==> src/rtl/wdog_pkg.sv <==
// Shared types for the window watchdog supervisor.
// Assumes nothing beyond IEEE 1800-2017 synthesizable subset.
package wdog_pkg;

    typedef enum logic [2:0] {
        WD_OFF    = 3'd0,
        WD_TMO    = 3'd1,
        WD_CLOSED = 3'd2,
        WD_OPEN   = 3'd3,
        WD_RST    = 3'd4
    } wd_state_t;

endpackage

==> src/rtl/wdog_en_sampler.sv <==
// Enable-pin sampler: strobes the pull-up while every enable is inactive and
// samples the pin on the last on-cycle; once high (or another enable is
// active) the pull-up stays on and the pin is followed directly.
// Assumes wd_en_pin is already synchronous to clk.
module wdog_en_sampler #(
    parameter int PU_PERIOD_T = 610,
    parameter int PU_ON_T     = 5
) (
    input  logic clk,
    input  logic rst_n,
    input  logic wd_en_pin,
    input  logic xcvr_en,
    input  logic sw_en,
    output logic pullup_on,
    output logic en_eff
);
    localparam int PH_W = $clog2(PU_PERIOD_T + 1);
    localparam logic [PH_W-1:0] PH_LAST = PH_W'(PU_PERIOD_T - 1);
    localparam logic [PH_W-1:0] PH_SAMP = PH_W'(PU_ON_T - 1);
    localparam logic [PH_W-1:0] PH_ON   = PH_W'(PU_ON_T);

    logic [PH_W-1:0] phase;
    logic            latched;
    logic            en_q;
    logic            cont;

    // continuous pull-up whenever latched or another enable is active
    assign cont = latched | xcvr_en | sw_en;

    // strobe phase, enable latch and effective enable register
    always_ff @(posedge clk) begin
        if (!rst_n) begin
            phase   <= '0;
            latched <= 1'b0;
            en_q    <= 1'b0;
        end else if (cont) begin
            phase   <= '0;
            latched <= wd_en_pin;
            en_q    <= wd_en_pin;
        end else begin
            if (phase == PH_SAMP) begin
                en_q    <= wd_en_pin;
                latched <= wd_en_pin;
            end
            phase <= (phase == PH_LAST) ? '0 : phase + 1'b1;
        end
    end

    // pull-up drive: continuous or the on-slot of the strobe
    assign pullup_on = cont | (phase < PH_ON);
    assign en_eff    = en_q;

    AST_EN_SEEN_WITH_PULLUP: assert property (@(posedge clk) disable iff (!rst_n)
        $rose(en_eff) |-> $past(pullup_on));

    AST_LATCH_NEEDS_PIN: assert property (@(posedge clk) disable iff (!rst_n)
        $rose(latched) |-> $past(wd_en_pin));

    AST_OTHER_EN_PULLUP: assert property (@(posedge clk) disable iff (!rst_n)
        (xcvr_en || sw_en) |-> pullup_on);

endmodule

==> src/rtl/wdog_svc_filter.sv <==
// Service qualifier: flags a falling edge of svc_in that follows at least
// MINPW_T consecutive sampled-high cycles. Output is a one-cycle pulse in the
// cycle the low level is first present. Assumes svc_in is synchronous.
module wdog_svc_filter #(
    parameter int MINPW_T = 6
) (
    input  logic clk,
    input  logic rst_n,
    input  logic svc_in,
    output logic svc_valid
);
    localparam int HC_W = $clog2(MINPW_T + 1);
    localparam logic [HC_W-1:0] HC_MAX = HC_W'(MINPW_T);

    logic [HC_W-1:0] hi_cnt;
    logic            svc_q;

    // saturating high-width counter and previous level
    always_ff @(posedge clk) begin
        if (!rst_n) begin
            hi_cnt <= '0;
            svc_q  <= 1'b0;
        end else begin
            svc_q <= svc_in;
            if (!svc_in)
                hi_cnt <= '0;
            else if (hi_cnt != HC_MAX)
                hi_cnt <= hi_cnt + 1'b1;
        end
    end

    // qualified falling edge
    assign svc_valid = svc_q & ~svc_in & (hi_cnt == HC_MAX);

    AST_VALID_IS_FALL: assert property (@(posedge clk) disable iff (!rst_n)
        svc_valid |-> ($past(svc_in) && !svc_in));

endmodule

==> src/rtl/wdog_core.sv <==
// Watchdog state machine: timeout mode after enable or reset pulse, then
// closed/open window cycles; faults give a fixed reset pulse and a restart in
// timeout mode. One shared counter times every state.
module wdog_core
    import wdog_pkg::*;
#(
    parameter int TIMEOUT_T  = 650,
    parameter int CLOSED_T   = 60,
    parameter int OPEN_T     = 1000,
    parameter int RSTPULSE_T = 80
) (
    input  logic clk,
    input  logic rst_n,
    input  logic en_eff,
    input  logic svc_valid,
    output logic rst_out_n
);
    localparam int MAX_A  = (TIMEOUT_T > CLOSED_T) ? TIMEOUT_T : CLOSED_T;
    localparam int MAX_B  = (OPEN_T > RSTPULSE_T) ? OPEN_T : RSTPULSE_T;
    localparam int MAX_T  = (MAX_A > MAX_B) ? MAX_A : MAX_B;
    localparam int CNT_W  = $clog2(MAX_T + 1);
    localparam logic [CNT_W-1:0] TMO_END = CNT_W'(TIMEOUT_T - 1);
    localparam logic [CNT_W-1:0] CLS_END = CNT_W'(CLOSED_T - 1);
    localparam logic [CNT_W-1:0] OPN_END = CNT_W'(OPEN_T - 1);
    localparam logic [CNT_W-1:0] RST_END = CNT_W'(RSTPULSE_T - 1);

    wd_state_t        state, state_nx;
    logic [CNT_W-1:0] cnt, cnt_nx;

    // next-state and counter selection
    always_comb begin
        state_nx = state;
        cnt_nx   = cnt + 1'b1;
        if (!en_eff) begin
            state_nx = WD_OFF;
            cnt_nx   = '0;
        end else begin
            unique case (state)
                WD_OFF: begin
                    state_nx = WD_TMO;
                    cnt_nx   = '0;
                end
                WD_TMO: begin
                    if (svc_valid) begin
                        state_nx = WD_CLOSED;
                        cnt_nx   = '0;
                    end else if (cnt == TMO_END) begin
                        state_nx = WD_RST;
                        cnt_nx   = '0;
                    end
                end
                WD_CLOSED: begin
                    if (svc_valid) begin
                        state_nx = WD_RST;
                        cnt_nx   = '0;
                    end else if (cnt == CLS_END) begin
                        state_nx = WD_OPEN;
                        cnt_nx   = '0;
                    end
                end
                WD_OPEN: begin
                    if (svc_valid || cnt == OPN_END) begin
                        state_nx = svc_valid ? WD_CLOSED : WD_RST;
                        cnt_nx   = '0;
                    end
                end
                WD_RST: begin
                    if (cnt == RST_END) begin
                        state_nx = WD_TMO;
                        cnt_nx   = '0;
                    end
                end
                default: begin
                    state_nx = WD_OFF;
                    cnt_nx   = '0;
                end
            endcase
        end
    end

    // state and counter registers
    always_ff @(posedge clk) begin
        if (!rst_n) begin
            state <= WD_OFF;
            cnt   <= '0;
        end else begin
            state <= state_nx;
            cnt   <= cnt_nx;
        end
    end

    // reset output decoded from the registered state
    assign rst_out_n = (state != WD_RST);

    AST_DISABLED_NO_RST: assert property (@(posedge clk) disable iff (!rst_n)
        !en_eff |=> rst_out_n);

    AST_TMO_SVC_CLOSES: assert property (@(posedge clk) disable iff (!rst_n)
        (en_eff && state == WD_TMO && svc_valid) |=> state == WD_CLOSED);

    AST_EARLY_SVC_FAULT: assert property (@(posedge clk) disable iff (!rst_n)
        (en_eff && state == WD_CLOSED && svc_valid) |=> !rst_out_n);

    AST_PULSE_THEN_TMO: assert property (@(posedge clk) disable iff (!rst_n)
        ($rose(rst_out_n) && en_eff) |-> state == WD_TMO);

    AST_FAULT_SOURCE: assert property (@(posedge clk) disable iff (!rst_n)
        $fell(rst_out_n) |-> ($past(state) == WD_TMO || $past(state) == WD_CLOSED
                             || $past(state) == WD_OPEN));

endmodule

==> src/rtl/wdog_supervisor.sv <==
// Top level of the window watchdog supervisor: enable-pin sampler, service
// qualifier and watchdog state machine. All times are in clk ticks.
// Assumes all inputs are synchronous to clk.
module wdog_supervisor #(
    parameter int TIMEOUT_T   = 650,
    parameter int CLOSED_T    = 60,
    parameter int OPEN_T      = 1000,
    parameter int RSTPULSE_T  = 80,
    parameter int MINPW_T     = 6,
    parameter int PU_PERIOD_T = 610,
    parameter int PU_ON_T     = 5
) (
    input  logic clk,
    input  logic rst_n,
    input  logic wd_en_pin,
    input  logic svc_in,
    input  logic xcvr_en,
    input  logic sw_en,
    output logic pullup_on,
    output logic rst_out_n
);
    logic en_eff;
    logic svc_valid;

    wdog_en_sampler #(
        .PU_PERIOD_T (PU_PERIOD_T),
        .PU_ON_T     (PU_ON_T)
    ) i_sampler (
        .clk       (clk),
        .rst_n     (rst_n),
        .wd_en_pin (wd_en_pin),
        .xcvr_en   (xcvr_en),
        .sw_en     (sw_en),
        .pullup_on (pullup_on),
        .en_eff    (en_eff)
    );

    wdog_svc_filter #(
        .MINPW_T (MINPW_T)
    ) i_filter (
        .clk       (clk),
        .rst_n     (rst_n),
        .svc_in    (svc_in),
        .svc_valid (svc_valid)
    );

    wdog_core #(
        .TIMEOUT_T  (TIMEOUT_T),
        .CLOSED_T   (CLOSED_T),
        .OPEN_T     (OPEN_T),
        .RSTPULSE_T (RSTPULSE_T)
    ) i_core (
        .clk       (clk),
        .rst_n     (rst_n),
        .en_eff    (en_eff),
        .svc_valid (svc_valid),
        .rst_out_n (rst_out_n)
    );

    AST_RST_NEEDS_ENABLE: assert property (@(posedge clk) disable iff (!rst_n)
        $fell(rst_out_n) |-> $past(en_eff));

endmodule

==> config.mk <==
export PLATFORM = sky130hd
export DESIGN_NAME = wdog_supervisor
export DESIGN_NICKNAME = d
export VERILOG_FILES = /design/src/rtl/wdog_pkg.sv /design/src/rtl/wdog_en_sampler.sv /design/src/rtl/wdog_svc_filter.sv /design/src/rtl/wdog_core.sv /design/src/rtl/wdog_supervisor.sv
export SDC_FILE = /design/constraint.sdc
export NUM_CORES = 1
export LEC_CHECK = 0
export ABC_AREA = 1
export BUFFER_PORTS_ARGS = -buffer_cell sky130_fd_sc_hd__buf_2
export CORE_MARGIN = 2
export CORE_UTILIZATION = 30
export CTS_CLUSTER_DIAMETER = 150
export DETAILED_ROUTE_END_ITERATION = 10
export PLACE_DENSITY = 0.44
export SLEW_MARGIN = 20
export SYNTH_ARGS = -nofsm -noshare
export SYNTH_HDL_FRONTEND = slang
export SYNTH_SLANG_ARGS = --single-unit
==> constraint.sdc <==
create_clock -name clk -period 1.9 [get_ports clk]
set_input_delay 0.19 -clock clk [delete_from_list [all_inputs] [get_ports clk]]
set_output_delay 0.19 -clock clk [all_outputs]
set_load 0.005 [all_outputs]
==> results.sh, run 1 <==
export IMPL_placement_io_buffers=7
export IMPL_synth_cell_type_count=28
export IMPL_synthesis_area_per_instance_sq_um=7.66
export IMPL_synth_cells_most_frequent="sky130_fd_sc_hd__nand2_1 (41), sky130_fd_sc_hd__dfxtp_1 (28), sky130_fd_sc_hd__inv_1 (28)"
export IMPL_syn_nets=224
export IMPL_synth_area_sq_mm=0.00162
export IMPL_netSwitchingPower_uw=234
export IMPL_edff_count_synth=0
export IMPL_finalHoldViolCount=0
export IMPL_post_place_cells=289
export IMPL_yosys_warnings=0
export IMPL_die_h_um=77.4
export IMPL_rrSetupSlack_ns=0.23
export IMPL_drv_slew=0
export IMPL_ctsLongestPathBuffers=2
export IMPL_cp_startpoint="i_core.cnt[0]"
export IMPL_clock_latency_ns=0.28
export IMPL_critical_path_reg2reg_endpoint="i_core.cnt[4]"
export IMPL_layout_nets=237
export IMPL_synth_top_flop_cell="sky130_fd_sc_hd__dfxtp_1"
export IMPL_cts_tree="done"
export IMPL_netlist_top_cells_area="sky130_fd_sc_hd__dfxtp_1 (35%), sky130_fd_sc_hd__nand2_1 (9.5%), sky130_fd_sc_hd__inv_1 (6.5%)"
export IMPL_dr_wl_met3_um=107
export IMPL_worstPathCellList="ha_1 > nand2_1 > nor2_4 > nand3_1 > nand2_2 > nand2_2 > nor2_4 > buf_4 > nor3_2"
export IMPL_cts_htree_levels=1
export IMPL_worstPathRequired_ns=2.06
export IMPL_netlist_instances=211
export IMPL_antenna_violations_before_repair=0
export IMPL_routed_via_count=1254
export IMPL_timing_final_setup_violations=0
export IMPL_initial_core_utilization_pct=31.4
export IMPL_synthArstFlopShare_pct=0
export IMPL_p_leak_nw=0.668
export IMPL_worstPathArrival_ns=1.83
export IMPL_drive_gt1_share_pct=21.1
export IMPL_cts_inserted_buffers=3
export IMPL_grt_overflow=0
export IMPL_final_cells=293
export IMPL_synthDominantAreaCellType="sky130_fd_sc_hd__dfxtp_1"
export IMPL_finalSetupTns_ns=0
export IMPL_floorplan_die_width_um=77.4
export IMPL_worst_r2r_startpoint="i_core.cnt[0]"
export IMPL_layout_filler_cell_count=581
export IMPL_antennaDiodeCount=0
export IMPL_swShare_pct=22.6
export IMPL_clock_tree_root_cell="sky130_fd_sc_hd__clkbuf_8"
export IMPL_met1_wl_mm=1.49
export IMPL_slew_limit_headroom_pct=70.6
export IMPL_postLayoutSetupSlackWorst_ns=0.232
export IMPL_setup_repair_after_global_routing_missed_its_margin="false"
export IMPL_clock_sinks=28
export IMPL_max_freq_mhz=599
export IMPL_areaGrowthSynthToFinish_pct=10.7
export IMPL_outcome="complete, no violations"
export IMPL_min_period_over_period_pct=87.8
export IMPL_finalPower_mw=1.04
export IMPL_pin_count_of_the_biggest_net_entering_global_routing=16
export IMPL_sequential_cell_area_fraction_in_the_yosys_report_pct=34.7
export IMPL_first_iter_violations=15
export IMPL_power_density_over_the_cells_mw_per_mm2=579
export IMPL_drt_wirelength_per_cell_um=10.1
export IMPL_yosys_register_bits=28
export IMPL_max_cap_violations=0
export IMPL_sequentialPowerShare_pct=57.8
export IMPL_synth_top_area_share_pct=34.7
export IMPL_worstSetupStartpointType="register"
export IMPL_ir_drop_mv=0.325
export IMPL_placementRows=26
export IMPL_final_setup_skew_ns=0.00427
export IMPL_global_route_wire_length_before_repair_mm=5.23
export IMPL_pwr_share_clk_pct=36.3
export IMPL_yosysMostFrequentCell="sky130_fd_sc_hd__nand2_1"
export IMPL_post_cts_resized=0
export IMPL_hpwlAfterDp_mm=2.23
export IMPL_tightestPinTransition_ns=0.440
export IMPL_top_layer_used="met4"
export IMPL_die_area_sq_mm=0.00599
export IMPL_ff2ff_path_depth=9
export IMPL_pre_cts_ws_ns=0.235
export IMPL_coreArea_sq_mm=0.00514
export IMPL_cts_hold_buffers_added=0
export IMPL_post_route_minimum_period_ns=1.67
export IMPL_first_global_vias=1158
export IMPL_internal_power_uw=802
export IMPL_end_kind="register"
export IMPL_worst_path_max_fanout=6
export IMPL_worst_setup_path_type="reg2reg"
export IMPL_critPathSlowestCell="sky130_fd_sc_hd__dfxtp_1"
export IMPL_route_detailed_vias_per_inst=4.28
export IMPL_holdCritPathClass="in2reg"
export IMPL_global_placer_s_final_weighted_congestion=0.749
export IMPL_wl_met2_mm=1.32
export IMPL_comb_power_share_pct=5.9
export IMPL_drc=0
export IMPL_design_portCount=8
export IMPL_endpoint="i_core.cnt[4]"
export IMPL_clkSlewWorstSetupHoldPaths_ns=0.10
export IMPL_slowest_delay_ns=0.41
export IMPL_holdWs_ns=0.114
export IMPL_grt_usage_pct=10.9
export IMPL_post_cts_setup_buffer_count=0
export IMPL_route_antenna_remaining_nets=0
export IMPL_wl_mm=2.95
export IMPL_drtPass1Iterations=4
critical path: cells and delay by family, from the launching register on:
| kind | cells | cell delay (ns) |
|---|---|---|
| adders and majority gates | 1 | 0.18 |
| buffers and inverters | 1 | 0.22 |
| DFF | 1 | 0.41 |
| and+or+nand+nor | 7 | 0.74 |
cell usage in the layout, fill, tap and decap left out, types with 2 or more instances in the layout:
cell type / n
sky130_fd_sc_hd__clkbuf_8: 4
sky130_fd_sc_hd__buf_4: 2
sky130_fd_sc_hd__ha_1: 7
sky130_fd_sc_hd__o21ai_0: 11
sky130_fd_sc_hd__inv_2: 5
sky130_fd_sc_hd__nor2_4: 5
sky130_fd_sc_hd__nand3_1: 12
sky130_fd_sc_hd__nand2_1: 41
sky130_fd_sc_hd__xor2_1: 3
sky130_fd_sc_hd__nor3_1: 7
sky130_fd_sc_hd__nor2_2: 2
sky130_fd_sc_hd__nor3b_1: 3
sky130_fd_sc_hd__nand4_1: 3
sky130_fd_sc_hd__nand3_2: 3
sky130_fd_sc_hd__a21oi_4: 2
sky130_fd_sc_hd__nor3_2: 8
sky130_fd_sc_hd__a21oi_1: 10
sky130_fd_sc_hd__nand2_2: 5
sky130_fd_sc_hd__inv_1: 28
sky130_fd_sc_hd__dfxtp_1: 28
sky130_fd_sc_hd__nor2_1: 19
sky130_fd_sc_hd__buf_2: 7
logic make-up (layout without fill, tap and decap cells):
family	count (synthesis)	in the layout	share of synthesized area [%]
compound gates	26	26	10.3
buf+inv	34	46	8.91
fa+ha+maj	7	7	5.42
xor+xnor	4	4	2.17
simple gates	112	112	38.5
flops	28	28	34.7
power by group through the flow:
stage	Clock [mW]	Combinational (mW)	Sequential, mW
4_1_cts	0.401	0.0625	0.599
2_1_floorplan	0	0.0495	0.611
3_3_place_gp	0	0.0629	0.612
3_5_place_dp	0	0.0624	0.612
5_1_grt	0.421	0.0695	0.600
6_report	0.376	0.0612	0.599
stage by stage:
step                      util [%]  cell area (sq um)
after CTS                     34.8               1790
after detailed placement      33.7               1730
final                         34.8               1790
after global routing          34.8               1790
after global placement        33.7               1730
after floorplan                  -               1620
layer usage:
layer | track usage [%] | vias to the layer above
met5 | 0 | -
met4 | 3.21 | 0
met3 | 3.14 | 5
met2 | 16.7 | 14
met1 | 14.8 | 528
li1 | - | 707
area by class of cell:
| class | instances | area, sq um | share of cell area (%) |
|---|---|---|---|
| flip-flops and latches | 28 | 561 | 31.4 |
| repair buffers | 9 | 50.0 | 2.80 |
| clock buffers | 4 | 55.1 | 3.08 |
| well taps | 70 | 87.6 | 4.90 |
| inverters | 33 | 124 | 6.93 |
| multi-input cells | 149 | 911 | 50.9 |
state kept, by name, summed over array words and instances, names as in the netlist:
register / cells
i_core.cnt: 10
i_sampler.phase: 10
i_core.state: 3
i_filter.hi_cnt: 3
i_filter.svc_q: 1
i_sampler.latched: 1
worst min path at each step:
stage	from	end	slack, ns	cells after the start
floorplan	wd_en_pin	i_sampler.latched	0.31	2
global placement	wd_en_pin	i_sampler.latched	0.42	3
detailed placement	wd_en_pin	i_sampler.latched	0.41	3
CTS	wd_en_pin	i_sampler.latched	0.10	3
global route	wd_en_pin	i_sampler.latched	0.14	3
finish	wd_en_pin	i_sampler.latched	0.11	3
Note: power is estimated with default switching activity, not from simulation.
==> run 2: changes to the inputs <==
CTS_BUF_LIST = sky130_fd_sc_hd__clkbuf_4   (was not set)
PLACE_DENSITY = 0.45   (was 0.44)
clock period = 1.41 ns   (was 1.9 ns; I/O delays follow)
==> run 2 against run 1 <==
Compared with the run above: highest routed layer unchanged; sequential power rose by 34%; first-iteration DRC count rose to 3.3 times the previous value; largest cell class unchanged; worst setup slack worse by 0.28 ns; worst hold slack got worse by 0.095 ns; global-route usage increased by 0.48 points; via count up 8.6%; critical path type unchanged; the run now ends with setup timing left; clock-buffer cell count shrank 1; critical endpoint is now i_core.cnt[7]; combinational power rose by 81%; die area did not move; total power up 20%; utilization up 5.7 points; routed wire length is 6.8% higher.
==> results.sh, run 2 (synthesis gave the netlist of run 1 again) <==
export IMPL_final_setup_skew_ns=0.00301
export IMPL_critPathSlowestCell="sky130_fd_sc_hd__dfxtp_4"
export IMPL_drt_wirelength_per_cell_um=9.98
export IMPL_die_h_um=77.4
export IMPL_die_area_sq_mm=0.00599
export IMPL_global_route_wire_length_before_repair_mm=5.62
export IMPL_failed_checks="setup timing"
export IMPL_routed_via_count=1362
export IMPL_finalHoldViolCount=0
export IMPL_outcome="finished, violations left"
export IMPL_grt_usage_pct=11.3
export IMPL_cts_htree_levels=1
export IMPL_post_place_cells=304
export IMPL_clock_tree_root_cell="sky130_fd_sc_hd__clkbuf_4"
export IMPL_holdWs_ns=0.0193
export IMPL_end_kind="register"
export IMPL_coreArea_sq_mm=0.00514
export IMPL_gr_usage_met2_pct=19.8
export IMPL_most_utilized_layer_in_the_global_route_result="met2"
export IMPL_layout_cells_most_common="sky130_fd_sc_hd__nand2_1"
export IMPL_worstPathArrival_ns=1.67
export IMPL_drv_slew=0
export IMPL_postLayoutSetupSlackWorst_ns=-0.0436
export IMPL_ctsLongestPathBuffers=2
export IMPL_worstSetupStartpointType="register"
export IMPL_hpwlAfterDp_mm=2.46
export IMPL_max_cap_violations=0
export IMPL_reg_top3="i_core.cnt x10, i_sampler.phase x10"
export IMPL_wl_mm=3.16
export IMPL_route_detailed_vias_per_inst=4.31
export IMPL_slew_limit_headroom_pct=73.7
export IMPL_worst_setup_path_type="reg2reg"
export IMPL_use_met3_pct=2.56
export IMPL_max_freq_mhz=688
export IMPL_floorplan_die_width_um=77.4
export IMPL_antennaDiodeCount=0
export IMPL_route_antenna_remaining_nets=0
export IMPL_layout_nets=260
export IMPL_drive_gt1_share_pct=43.5
export IMPL_worstPathCellList="ha_4 > nand2_4 > nor2_4 > nand3_2 > nand2_2 > nand2_2 > nor2_4 > buf_12 > nor3_1"
export IMPL_design_portCount=8
export IMPL_slowest_delay_ns=0.41
export IMPL_placement_io_buffers=7
export IMPL_areaGrowthSynthToFinish_pct=28.9
export IMPL_drtPass1Iterations=4
export IMPL_clkSlewWorstSetupHoldPaths_ns=0.15
export IMPL_post_route_minimum_period_ns=1.45
export IMPL_met1_usage_in_global_routing_pct=14.6
export IMPL_min_period_over_period_pct=103
export IMPL_ir_drop_mv=0.456
export IMPL_cts_tree="done"
export IMPL_finalSetupTns_ns=-0.281
export IMPL_cts_inserted_buffers=3
export IMPL_p_leak_nw=0.817
export IMPL_worstPathRequired_ns=1.62
export IMPL_finalPower_mw=1.25
export IMPL_final_cells=316
export IMPL_holdCritPathClass="in2reg"
export IMPL_antenna_violations_before_repair=0
export IMPL_layout_cells_most_common_list="sky130_fd_sc_hd__nand2_1 (37), sky130_fd_sc_hd__buf_4 (22), sky130_fd_sc_hd__inv_1 (20)"
export IMPL_grt_overflow=0
export IMPL_power_density_over_the_cells_mw_per_mm2=599
export IMPL_first_global_vias=1314
export IMPL_tightestPinTransition_ns=0.393
export IMPL_drc=0
export IMPL_timing_final_setup_violations=11
export IMPL_global_placer_s_final_weighted_congestion=0.754
export IMPL_worst_path_max_fanout=10
export IMPL_placementRows=26
export IMPL_pin_count_of_the_biggest_net_entering_global_routing=16
export IMPL_clock_sinks=28
export IMPL_setup_repair_after_global_routing_missed_its_margin="true"
export IMPL_first_iter_violations=49
export IMPL_initial_core_utilization_pct=31.4
export IMPL_clock_latency_ns=0.32
export IMPL_cts_hold_buffers_added=0
-- run 2: metal layers --
layer / part of all wire (%) / wire (um) / vias to the layer above
met5: 0 / 0 / -
met4: 0.51 / 16 / 0
met3: 1.9 / 61 / 2
met2: 48 / 1520 / 5
met1: 49 / 1560 / 605
li1: - / - / 750
-- run 2: path summary, 6_finish.rpt --
| check | from | end | slack (ns) | cells after the start |
|---|---|---|---|---|
| hold reg to reg | i_sampler.phase[8] | i_sampler.phase[8] | 0.50 | 2 |
| setup reg to reg | i_core.cnt[0] | i_core.cnt[7] | -0.04 | 9 |
| hold / removal | wd_en_pin | i_sampler.latched | 0.02 | 3 |
| setup / recovery | i_core.cnt[0] | i_core.cnt[7] | -0.04 | 9 |
-- run 2: power breakdown --
part,internal (mW),total [mW],switching (mW)
logic,0.0507,0.111,0.0606
registers,0.796,0.801,0.00551
clock network,0.104,0.334,0.230
total,0.950,1.25,0.297
-- run 2: stage by stage --
stage                     utilization, %  cell area [sq um]  worst slack, ns
after global placement              36.3               1860          -0.0894
after floorplan                        -               1620          0.00107
after global routing                40.5               2080           -0.143
after detailed placement            36.3               1860           -0.120
final                               40.5               2080          -0.0436
after CTS                           38.4               1970          -0.0691
-- run 2: worst max-delay path, delay by kind of cell (launching register included) --
family,cells,cell delay (ns)
flops,1,0.41
simple gates,7,0.61
fa+ha+maj,1,0.16
buf+inv,1,0.16
-- run 2: layout make-up --
type / instances / area [sq um]
clock buffer: 3 / 22.5
clock inverter: 1 / 3.75
fill: 563 / 3060
inverter: 33 / 126
multi-input combinational: 149 / 1020
sequential: 28 / 583
tap: 70 / 87.6
timing repair buffer: 32 / 243
-- run 2: what timing repair did --
item | 4_1_cts | 5_1_grt
buffers inserted | 2 | 6
gates resized for setup | 20 | 30
gates cloned | 0 | 0
pin swaps | 2 | 6
setup endpoints to repair | 14 | 17
==> run 3: changes to the inputs <==
PLACE_DENSITY = not set   (was 0.45)
TNS_END_PERCENT = 50   (was not set)
==> run 3 against run 2 <==
Compared with the run above: the flow still finishes with violations (setup timing); clock skew grew 0.0087 ns; largest power group unchanged; utilization increased by 2.7 points; final area increased by 6.6%; critical path type unchanged.
==> results.sh, run 3 (synthesis gave the netlist of run 1 again) <==
export IMPL_first_global_vias=1426
export IMPL_postLayoutSetupSlackWorst_ns=-0.0525
export IMPL_worstPathCellList="ha_4 > inv_4 > nor3_4 > nand3_2 > nand2_2 > nand2_2 > nor2_4 > buf_6 > nor3_1"
export IMPL_tightestPinTransition_ns=0.438
export IMPL_layout_cells_most_common="sky130_fd_sc_hd__nand2_1"
export IMPL_pin_count_of_the_biggest_net_entering_global_routing=17
export IMPL_route_antenna_remaining_nets=0
export IMPL_clkSlewWorstSetupHoldPaths_ns=0.16
export IMPL_coreArea_sq_mm=0.00514
export IMPL_layout_nets=262
export IMPL_ctsLongestPathBuffers=2
export IMPL_antenna_violations_before_repair=0
export IMPL_slowest_delay_ns=0.39
export IMPL_rrSetupSlack_ns=-0.05
export IMPL_final_setup_skew_ns=0.0117
export IMPL_setup_repair_after_global_routing_missed_its_margin="true"
export IMPL_clock_latency_ns=0.34
export IMPL_critPathSlowestCell="sky130_fd_sc_hd__dfxtp_4"
export IMPL_drive_gt1_share_pct=50.4
export IMPL_min_period_over_period_pct=104
export IMPL_cts_inserted_buffers=3
export IMPL_grt_overflow=0
export IMPL_slew_limit_headroom_pct=70.7
export IMPL_initial_core_utilization_pct=31.4
export IMPL_timing_final_setup_violations=13
export IMPL_power_density_over_the_cells_mw_per_mm2=657
export IMPL_layout_cells_most_common_list="sky130_fd_sc_hd__nand2_1 (37), sky130_fd_sc_hd__buf_4 (21), sky130_fd_sc_hd__inv_1 (18)"
export IMPL_worstPathRequired_ns=1.63
export IMPL_die_h_um=77.4
export IMPL_drtPass1Iterations=4
export IMPL_clock_sinks=28
export IMPL_finalHoldViolCount=0
export IMPL_multi_input_comb_area_sq_mm=0.00110
export IMPL_layout_area_seq_sq_um=591
export IMPL_clock_tree_root_cell="sky130_fd_sc_hd__clkbuf_4"
export IMPL_first_iter_violations=75
export IMPL_global_route_wire_length_before_repair_mm=6.13
export IMPL_outcome="finished, violations left"
export IMPL_worst_setup_path_type="reg2reg"
export IMPL_worst_path_max_fanout=5
export IMPL_drt_wirelength_per_cell_um=10.8
export IMPL_die_area_sq_mm=0.00599
export IMPL_placement_io_buffers=7
export IMPL_worstPathArrival_ns=1.68
export IMPL_floorplan_die_width_um=77.4
export IMPL_ir_drop_mv=0.852
export IMPL_timing_critical_path_mode_cell="sky130_fd_sc_hd__nand2_2"
export IMPL_hpwlAfterDp_mm=2.26
export IMPL_grt_usage_pct=12.4
export IMPL_design_portCount=8
export IMPL_global_placer_s_final_weighted_congestion=0.794
export IMPL_worstSetupStartpointType="register"
export IMPL_areaGrowthSynthToFinish_pct=37.4
export IMPL_reg_top3="i_core.cnt x10, i_sampler.phase x10"
export IMPL_finalPower_mw=1.46
export IMPL_wl_mm=3.43
export IMPL_cts_tree="done"
export IMPL_cts_htree_levels=1
export IMPL_final_cell_area_sq_mm=0.00222
export IMPL_placementRows=26
export IMPL_placement_cell_area_sq_mm=0.00184
export IMPL_end_kind="register"
export IMPL_drc=0
export IMPL_max_cap_violations=0
export IMPL_drv_slew=0
export IMPL_post_route_minimum_period_ns=1.46
export IMPL_route_detailed_vias_per_inst=4.45
export IMPL_max_freq_mhz=684
export IMPL_antennaDiodeCount=0
export IMPL_holdCritPathClass="in2reg"
export IMPL_failed_checks="setup timing"
export IMPL_p_leak_nw=0.842
export IMPL_layout_filler_cell_count=532
export IMPL_routed_via_count=1416
run 3: cell count changes in the layout (fill, tap and decap cells not counted), moves of 3 or more:
cell,delta
sky130_fd_sc_hd__buf_6,+3
sky130_fd_sc_hd__dfxtp_1,-4
sky130_fd_sc_hd__dfxtp_2,+3
sky130_fd_sc_hd__o21ai_0,-4
run 3: worst paths after layout:
check                startpoint                  to  depth (start not counted)
max               i_core.cnt[0]       i_core.cnt[9]                          9
min                      svc_in  i_filter.hi_cnt[2]                          3
max reg2reg       i_core.cnt[0]       i_core.cnt[9]                          9
min reg2reg  i_sampler.phase[5]  i_sampler.phase[5]                          2
run 3: timing repair:
item                       4_1_cts  5_1_grt
hold endpoints to repair         1        0
gates resized for setup         24       56
buffers inserted                 5        6
pin swaps                        8       13
hold buffers                     1        0
setup endpoints to repair       14       25
run 3: layout make-up:
type                    instances  share of cell area (%)
multi-input cells             149                    49.6
flip-flops and latches         28                    26.6
repair buffers                 34                    11.7
inverters                      33                    5.81
well taps                      70                    3.95
clock inverters                 1                    1.35
clock buffers                   3                    1.01
run 3: worst max-delay path: cells and delay by family, from the launching register on:
family        cells  cell delay, ns
fa+ha+maj         1            0.16
flops             1            0.39
simple gates      6            0.59
buf+inv           2            0.20
run 3: per-layer routing:
metal / global-route usage [%] / vias up / share of wire [%]
met3: 2.79 / 4 / 2.0
met2: 22.3 / 14 / 53
met1: 14.9 / 649 / 44
met5: 0 / - / 0
li1: - / 749 / -
met4: 3.04 / 0 / 1.0
run 3: where the power goes:
| group | internal (mW) | switching, mW |
|---|---|---|
| Clock | 0.288 | 0.250 |
| Combinational | 0.0537 | 0.0659 |
| Sequential | 0.794 | 0.00644 |
run 3: metrics by stage:
stage	hold slack (ns)	util (%)	instances	TNS (ns)	worst slack (ns)
4_1_cts	0.0247	39.3	312	-0.324	-0.0396
2_1_floorplan	0.257	-	211	0	0.00107
6_report	0.0335	43.2	318	-0.452	-0.0525
5_1_grt	0.0517	43.2	318	-1.80	-0.124
3_3_place_gp	0.367	35.7	302	-1.21	-0.112
3_5_place_dp	0.376	35.7	302	-1.74	-0.153
